--- config.mk ---
export PLATFORM = sky130hd
export DESIGN_NAME = ext_irq_sense
export DESIGN_NICKNAME = d
export VERILOG_FILES = /design/src/rtl/ext_irq_sense.sv
export SDC_FILE = /design/constraint.sdc
export NUM_CORES = 1
export LEC_CHECK = 0
export BUFFER_PORTS_ARGS = -buffer_cell sky130_fd_sc_hd__buf_2
export CORE_MARGIN = 5
export CORE_UTILIZATION = 56
export CTS_CLUSTER_SIZE = 16
export DETAILED_ROUTE_END_ITERATION = 12
export GPL_TIMING_DRIVEN = 0
export PLACE_DENSITY = 0.79
export SLEW_MARGIN = 5
export SYNTH_ARGS = -nofsm -noshare
export SYNTH_HDL_FRONTEND = slang
export SYNTH_SLANG_ARGS = --single-unit
--- constraint.sdc ---
create_clock -name clk -period 1.8 [get_ports clk]
set_input_delay 0.09 -clock clk [delete_from_list [all_inputs] [get_ports clk]]
set_output_delay 0.09 -clock clk [all_outputs]
set_load 0.1 [all_outputs]
--- src/rtl/ext_irq_sense.sv ---
module ext_irq_sense #(
  parameter int N_IN = 6,
  parameter int AW   = 3
) (
  input  logic            clk,
  input  logic            rst_n,
  input  logic            wr_en,
  input  logic [AW-1:0]   wr_addr,
  input  logic [7:0]      wr_data,
  input  logic [N_IN-1:0] pin_in,
  input  logic [N_IN-1:0] ack,
  input  logic            ser0_evt,
  input  logic            ser1_evt,
  input  logic            ser3_evt,
  input  logic            ser4_evt,
  output logic [N_IN-1:0] irq_req,
  output logic            ser_req_a,
  output logic            ser_req_b
);

  logic [7:0]      cause_q;
  logic [N_IN-1:0] pol_q, lvl_q, s1_q, s2_q, prev_q, req_q;
  logic [N_IN-1:0] both, lvl_eff, rise, fall, hit, active, clr_wr, mode_wr;

  wire sel_cause = wr_en && (wr_addr == '0);

  assign both    = cause_q[N_IN-1:0];
  assign lvl_eff = lvl_q & ~both;
  assign rise    = s2_q & ~prev_q;
  assign fall    = ~s2_q & prev_q;
  assign active  = ~(s2_q ^ pol_q);
  assign hit     = (both & (rise | fall)) | (~both & pol_q & rise) | (~both & ~pol_q & fall);

  for (genvar i = 0; i < N_IN; i++) begin : g_pin
    wire sel_ctrl = wr_en && (wr_addr == AW'(i + 1));
    assign clr_wr[i]  = sel_ctrl && wr_data[2];
    assign mode_wr[i] = (sel_cause && (wr_data[i] != cause_q[i])) ||
                        (sel_ctrl && (wr_data[1:0] != {lvl_q[i], pol_q[i]}));

    always_ff @(posedge clk or negedge rst_n) begin
      if (!rst_n) begin
        pol_q[i] <= 1'b0;
        lvl_q[i] <= 1'b0;
        req_q[i] <= 1'b0;
      end else begin
        if (sel_ctrl) begin
          pol_q[i] <= wr_data[0];
          lvl_q[i] <= wr_data[1];
        end
        if (lvl_eff[i])                  req_q[i] <= active[i];
        else if (hit[i] && !mode_wr[i])  req_q[i] <= 1'b1;
        else if (ack[i] || clr_wr[i])    req_q[i] <= 1'b0;
      end
    end
  end

  always_ff @(posedge clk or negedge rst_n) begin
    if (!rst_n) begin
      cause_q <= '0;
      s1_q    <= '0;
      s2_q    <= '0;
      prev_q  <= '0;
    end else begin
      if (sel_cause) cause_q <= wr_data;
      s1_q   <= pin_in;
      s2_q   <= s1_q;
      prev_q <= s2_q;
    end
  end

  assign irq_req   = req_q;
  assign ser_req_a = cause_q[6] ? ser0_evt : ser3_evt;
  assign ser_req_b = cause_q[7] ? ser1_evt : ser4_evt;

endmodule


# Yosys cells after proc, flatten, opt, wreduce, memory -nomap -nowiden
# Index checks and enable logic that the tools add are counted.
[classes]
eq_ne = 18
muxes = 20
n_bitwise = 17
n_reduce_logical = 56
[ops]
columns = ["op", "count"]
rows = [
  ["$and A6 B6 Y6", 8],
  ["$logic_and A1 B1 Y1", 31],
  ["$not A6 Y6", 5],
  ["$mux W1", 20],
  ["$or A6 B6 Y6", 3],
  ["$reduce_bool A3 Y1", 6],
  ["$logic_or A1 B1 Y1", 12],
  ["$ne A2 B2 Y1", 6],
  ["$eq A3 B3 Y1 const B", 3],
  ["$eq A3 B2 Y1 const B", 2],
  ["$logic_not A1 Y1", 6],
  ["$ne A1 B1 Y1", 6],
  ["$xor A6 B6 Y6", 1],
  ["$eq A3 B1 Y1 const B", 1],
  ["$logic_not A3 Y1", 1],
]
[totals]
input_bits = 30
elab_cells = 133
output_inout_bits = 8
register_bits = 44

# Depth between registers and ports, before layout
[logic_depth]
ltp_word = 9
mapped_depth = 6

# Worst setup path after synthesis
# OpenSTA, ideal clock, no wires.
[synth_path]
path_kind = "register to register"
start = "register irq_req[0] (netlist name)"
end = "register req_q[0] (netlist: irq_req[0])"
t_arrival_ns = 1.445
setup_slack_ns = 0.260
stages_incl_launch_ff = 5
path_buffers = 0
path_cell_list = "dfrtp_1 inv_1 a2111oi_0 a21oi_1 o31ai_1"
[synth_lines]
columns = ["item", "line", "source"]
rows = [
  ["end signal: indexed assignment", "50", "if (lvl_eff[i]) req_q[i] <= active[i];"],
  ["end: declaration", "22", "logic [N_IN-1:0] pol_q, lvl_q, s1_q, s2_q, prev_q, req_q;"],
]

# Final worst setup path
[layout_path]
start = "register s2_q[1]"
end = "register req_q[1] (netlist: irq_req[1])"
[layout_between]
elab_chain_len = 9
word_cells_on_any_way = 15
cone_classes = "mux: 2; bitwise: 11; reduce/logical: 2"
[layout_rtl]
columns = ["item", "line", "source"]
rows = [
  ["start: declaration", "22", ""],
  ["start signal: assignment", "66", "s2_q <= s1_q;"],
  ["$not A6 Y6", "30", "assign fall = ~s2_q & prev_q;"],
  ["$and A6 B6 Y6", "30", ""],
  ["$or A6 B6 Y6", "32", "assign hit = (both & (rise | fall)) | (~both & pol_q & rise) | (~both & ~pol_q & fall);"],
  ["$and A6 B6 Y6", "32", ""],
  ["$or A6 B6 Y6 (2 in a row)", "32", ""],
  ["$logic_and A1 B1 Y1", "51", "else if (hit[i] && !mode_wr[i]) req_q[i] <= 1'b1;"],
  ["$mux W1", "51", ""],
  ["$mux W1", "50", ""],
]
# Parallel ways exist; a longest one is shown, timed or not.
# A chain may end at the register's enable or synchronous reset.

==> impl_metrics.py <==
metrics = {
    "layout": {
        "final_nets": 303,
        "diodes": 0,
        "drive_gt1_frac": 0.240,
        "fin_util": 0.686,
        "synthToLayoutAreaGrowth_pct": 20.0,
        "final_cells": 312,
        "nFillCells": 309,
    },
    "clocking": {
        "cts_sinks": 44,
        "clk_pin_slew_worst_paths_ns": 0.08,
        "cts_resized": 0,
        "cts_made_buffers": 5,
        "clock-root-buffer": "clkbuf_8",
        "insertion_delay_ns": 0.29,
        "cts.htree.levels": 2,
        "cts_tree": "done",
        "clockBufferDepth": 2,
    },
    "synth": {
        "syn_area_mm2": 0.00227,
        "synth_edf_count": 0,
        "syn_area_per_cell_um2": 10.8,
        "seq_area_frac_synth": 0.485,
        "synthFlopType": "dfrtp_1",
        "yosys.area.top_type_share": 0.485,
        "yosysTopAreaCell": "dfrtp_1",
        "syn_nets": 252,
        "ys_ff_latch": 44,
        "async_flop_share": 1.00,
        "syn_inst": 210,
        "synthTopCellsByArea": "dfrtp_1 (48%), ha_1 (6.6%), mux2_2 (6.0%)",
        "synth_warnings": 0,
        "yosysUniqueCellTypes": 37,
    },
    "power_and_ir_drop": {
        "power_frac_comb": 0.322,
        "peakVddDrop_v": 0.000633,
        "p_int_w": 0.00196,
        "power.switching_w": 0.00116,
        "p_seq_frac": 0.418,
        "clkPwrFrac": 0.260,
        "power.total_w": 0.00311,
        "swShare": 0.371,
        "power.leakage_nw": 1.38,
        "powerDensity_mw_per_mm2": 1140,
    },
    "setup_path": {
        "cp_slowest_cell": "a2111oi_0",
        "arrival_ns": 1.69,
        "crit_fanout": 4,
        "crit_type": "register to register",
        "cp-end-kind": "register",
        "crit_chain": "inv_1 > ha_1 > mux2i_1 > a2111oi_0 > a21o_1 > a211o_1",
        "startpoint_type": "register",
        "cp.required_ns": 2.03,
        "slowest_delay_ns": 0.44,
    },
    "drt": {
        "drc": 0,
        "wl_per_cell_um": 14.0,
        "drt_iter0_drc": 61,
        "vias": 1649,
        "via_per_inst": 5.29,
        "detail-route-antenna-nets": 0,
        "dr.pass1.iters": 4,
        "wl_mm": 4.37,
    },
    "placed_design": {
        "io_buffers": 35,
        "hpwl_mm": 3.12,
        "gp_congestion": 0.785,
        "place_inst": 295,
    },
    "grt": {
        "grt-ovfl-total": 0,
        "grt_pass1_vias": 1660,
        "grt.total_usage": 0.180,
        "grt_pass1_wl_mm": 7.52,
        "grt_max_degree": 45,
        "antenna_found_initial": 0,
    },
    "sta": {
        "period_share": 0.808,
        "finClkSkew_ns": 0.00475,
        "slew_viol_final": 0,
        "rsz0062_at_grt": "no",
        "setup_violations": 0,
        "slew_headroom": 0.364,
        "setup-tns-final_ns": 0,
        "hold_viol": 0,
        "fin_crit_ns": 1.46,
        "fmax_mhz": 687,
        "tightestPinTransition_ns": 0.953,
    },
    "hold_path": {
        "hold_class": "primary input to register",
    },
    "floorplan": {
        "start_util": 0.572,
        "fp.dieH_um": 73.7,
        "ioPinCount": 38,
        "fp.dieArea_mm2": 0.00543,
        "die_x_um": 73.7,
        "rows": 23,
        "core_mm2": 0.00397,
    },
    "run": {
        "drv_cap": 0,
    },
    "status": {
        "status": "completed",
    },
}
## final timing paths
kind                             from          to  slack [ns]  cells after the start
min in group asynchronous       rst_n     s1_q[0]        0.49                      2
setup / recovery              s2_q[1]  irq_req[1]        0.34                      6
hold / removal             wr_data[5]  cause_q[5]        0.03                      3
max in group asynchronous       rst_n    lvl_q[2]        0.72                      2
setup reg to reg              s2_q[1]  irq_req[1]        0.34                      6
hold reg to reg               s1_q[1]     s2_q[1]        0.35                      0
## synthesized netlist by cell type (2+ instances only)
library cell / number
nor2b_1: 4
a2111oi_0: 7
ha_1: 12
nand2_1: 23
a21o_1: 4
nor2_1: 5
xor2_1: 15
nand3b_1: 3
xnor2_1: 3
o21ai_0: 12
inv_1: 19
nand3_1: 2
a211o_1: 4
mux2i_1: 5
nor3b_1: 2
buf_2: 4
dfrtp_1: 44
a21oi_1: 10
nand2b_1: 3
mux2_2: 12
## power groups by stage
| stage | Clock (W) | Sequential, W | Combinational [W] |
|---|---|---|---|
| finish | 0.000810 | 0.00130 | 0.00100 |
| global route | 0.000868 | 0.00133 | 0.00108 |
| CTS | 0.000834 | 0.00130 | 0.00101 |
| detailed placement | 0 | 0.00132 | 0.000991 |
| global placement | 0 | 0.00131 | 0.000977 |
| floorplan | 0 | 0.00169 | 0.000418 |
## critical path: cells and delay by family, from the launching register on
kind | cells | cell delay, ns
compound gates | 3 | 0.70
flops | 1 | 0.43
fa+ha+maj | 1 | 0.13
buf+inv | 1 | 0.07
mux | 1 | 0.06
## sequential cells by signal, summed over array words and instances (netlist names)
register  count
cause_q       8
irq_req       6
lvl_q         6
pol_q         6
prev_q        6
s1_q          6
s2_q          6
## metal layers
layer / vias to the layer above / track usage / wire [um]
li1: 824 / - / -
met1: 779 / 0.219 / 1980
met2: 42 / 0.313 / 2110
met3: 4 / 0.0438 / 244
met4: 0 / 0.0543 / 31
met5: - / 0 / 0
## layout by cell type (no fill, tap or decap)
| cell type | n |
|---|---|
| or4b_1 | 1 |
| nand2b_1 | 3 |
| o21ai_0 | 12 |
| dfrtp_1 | 44 |
| xnor2_1 | 3 |
| a21o_1 | 4 |
| xor2_1 | 15 |
| nand2_1 | 23 |
| dlygate4sd3_1 | 9 |
| a21oi_1 | 10 |
| nor2b_1 | 4 |
| buf_2 | 39 |
| buf_6 | 1 |
| a211o_1 | 4 |
| nor4b_4 | 1 |
| o22ai_1 | 1 |
| mux2_2 | 12 |
| and3b_1 | 1 |
| inv_1 | 19 |
| and2_1 | 1 |
| buf_4 | 1 |
| clkbuf_8 | 7 |
| a2111oi_0 | 7 |
| bufinv_16 | 1 |
| o211a_1 | 1 |
| nor4b_1 | 1 |
| clkbuf_1 | 1 |
| ha_1 | 12 |
| o31ai_1 | 1 |
| o21a_1 | 1 |
| and3_1 | 1 |
| and4bb_2 | 1 |
| nor3_1 | 1 |
| nand3_1 | 2 |
| nand4b_1 | 1 |
| nand3b_1 | 3 |
| nor3b_1 | 2 |
| mux2i_1 | 5 |
| nor2_1 | 5 |
| a221oi_1 | 1 |
## kinds of logic after synthesis
logic type                 Yosys count  synth area share
xor gates and xnor gates            18            0.0694
muxes                               17            0.0815
AOI/OAI and AO/OA                   42             0.122
adders and majority gates           12            0.0661
buffers and inverters               26            0.0501
DFF                                 44             0.485
and+or+nand+nor                     51             0.126
## area by class of cell
class                           instances  area, um^2  share of cell area
Sequential cell                        44        1100               0.404
Multi-Input combinational cell        140        1060               0.388
Timing Repair Buffer                   44         265              0.0973
Clock buffer                            7        96.3              0.0354
Inverter                               19        71.3              0.0262
Tap cell                               50        62.6              0.0230
Buffer                                  7        42.5              0.0156
Clock inverter                          1        30.0              0.0110
## stage by stage
stage,area (um^2),setup WS (ns),hold WS (ns)
after global placement,2510,0.238,0.198
after CTS,2730,0.311,0.0225
final,2730,0.345,0.0340
after global routing,2730,0.221,0.0528
after detailed placement,2510,0.203,0.200
after floorplan,2270,0.260,-0.206
## timing repair
action / in CTS / in global routing
setup buffers: 0 / 0
hold buffers: 9 / 0
endpoints found under the hold margin: 52 / 0
No activity file was read; power rests on OpenSTA's default activity.
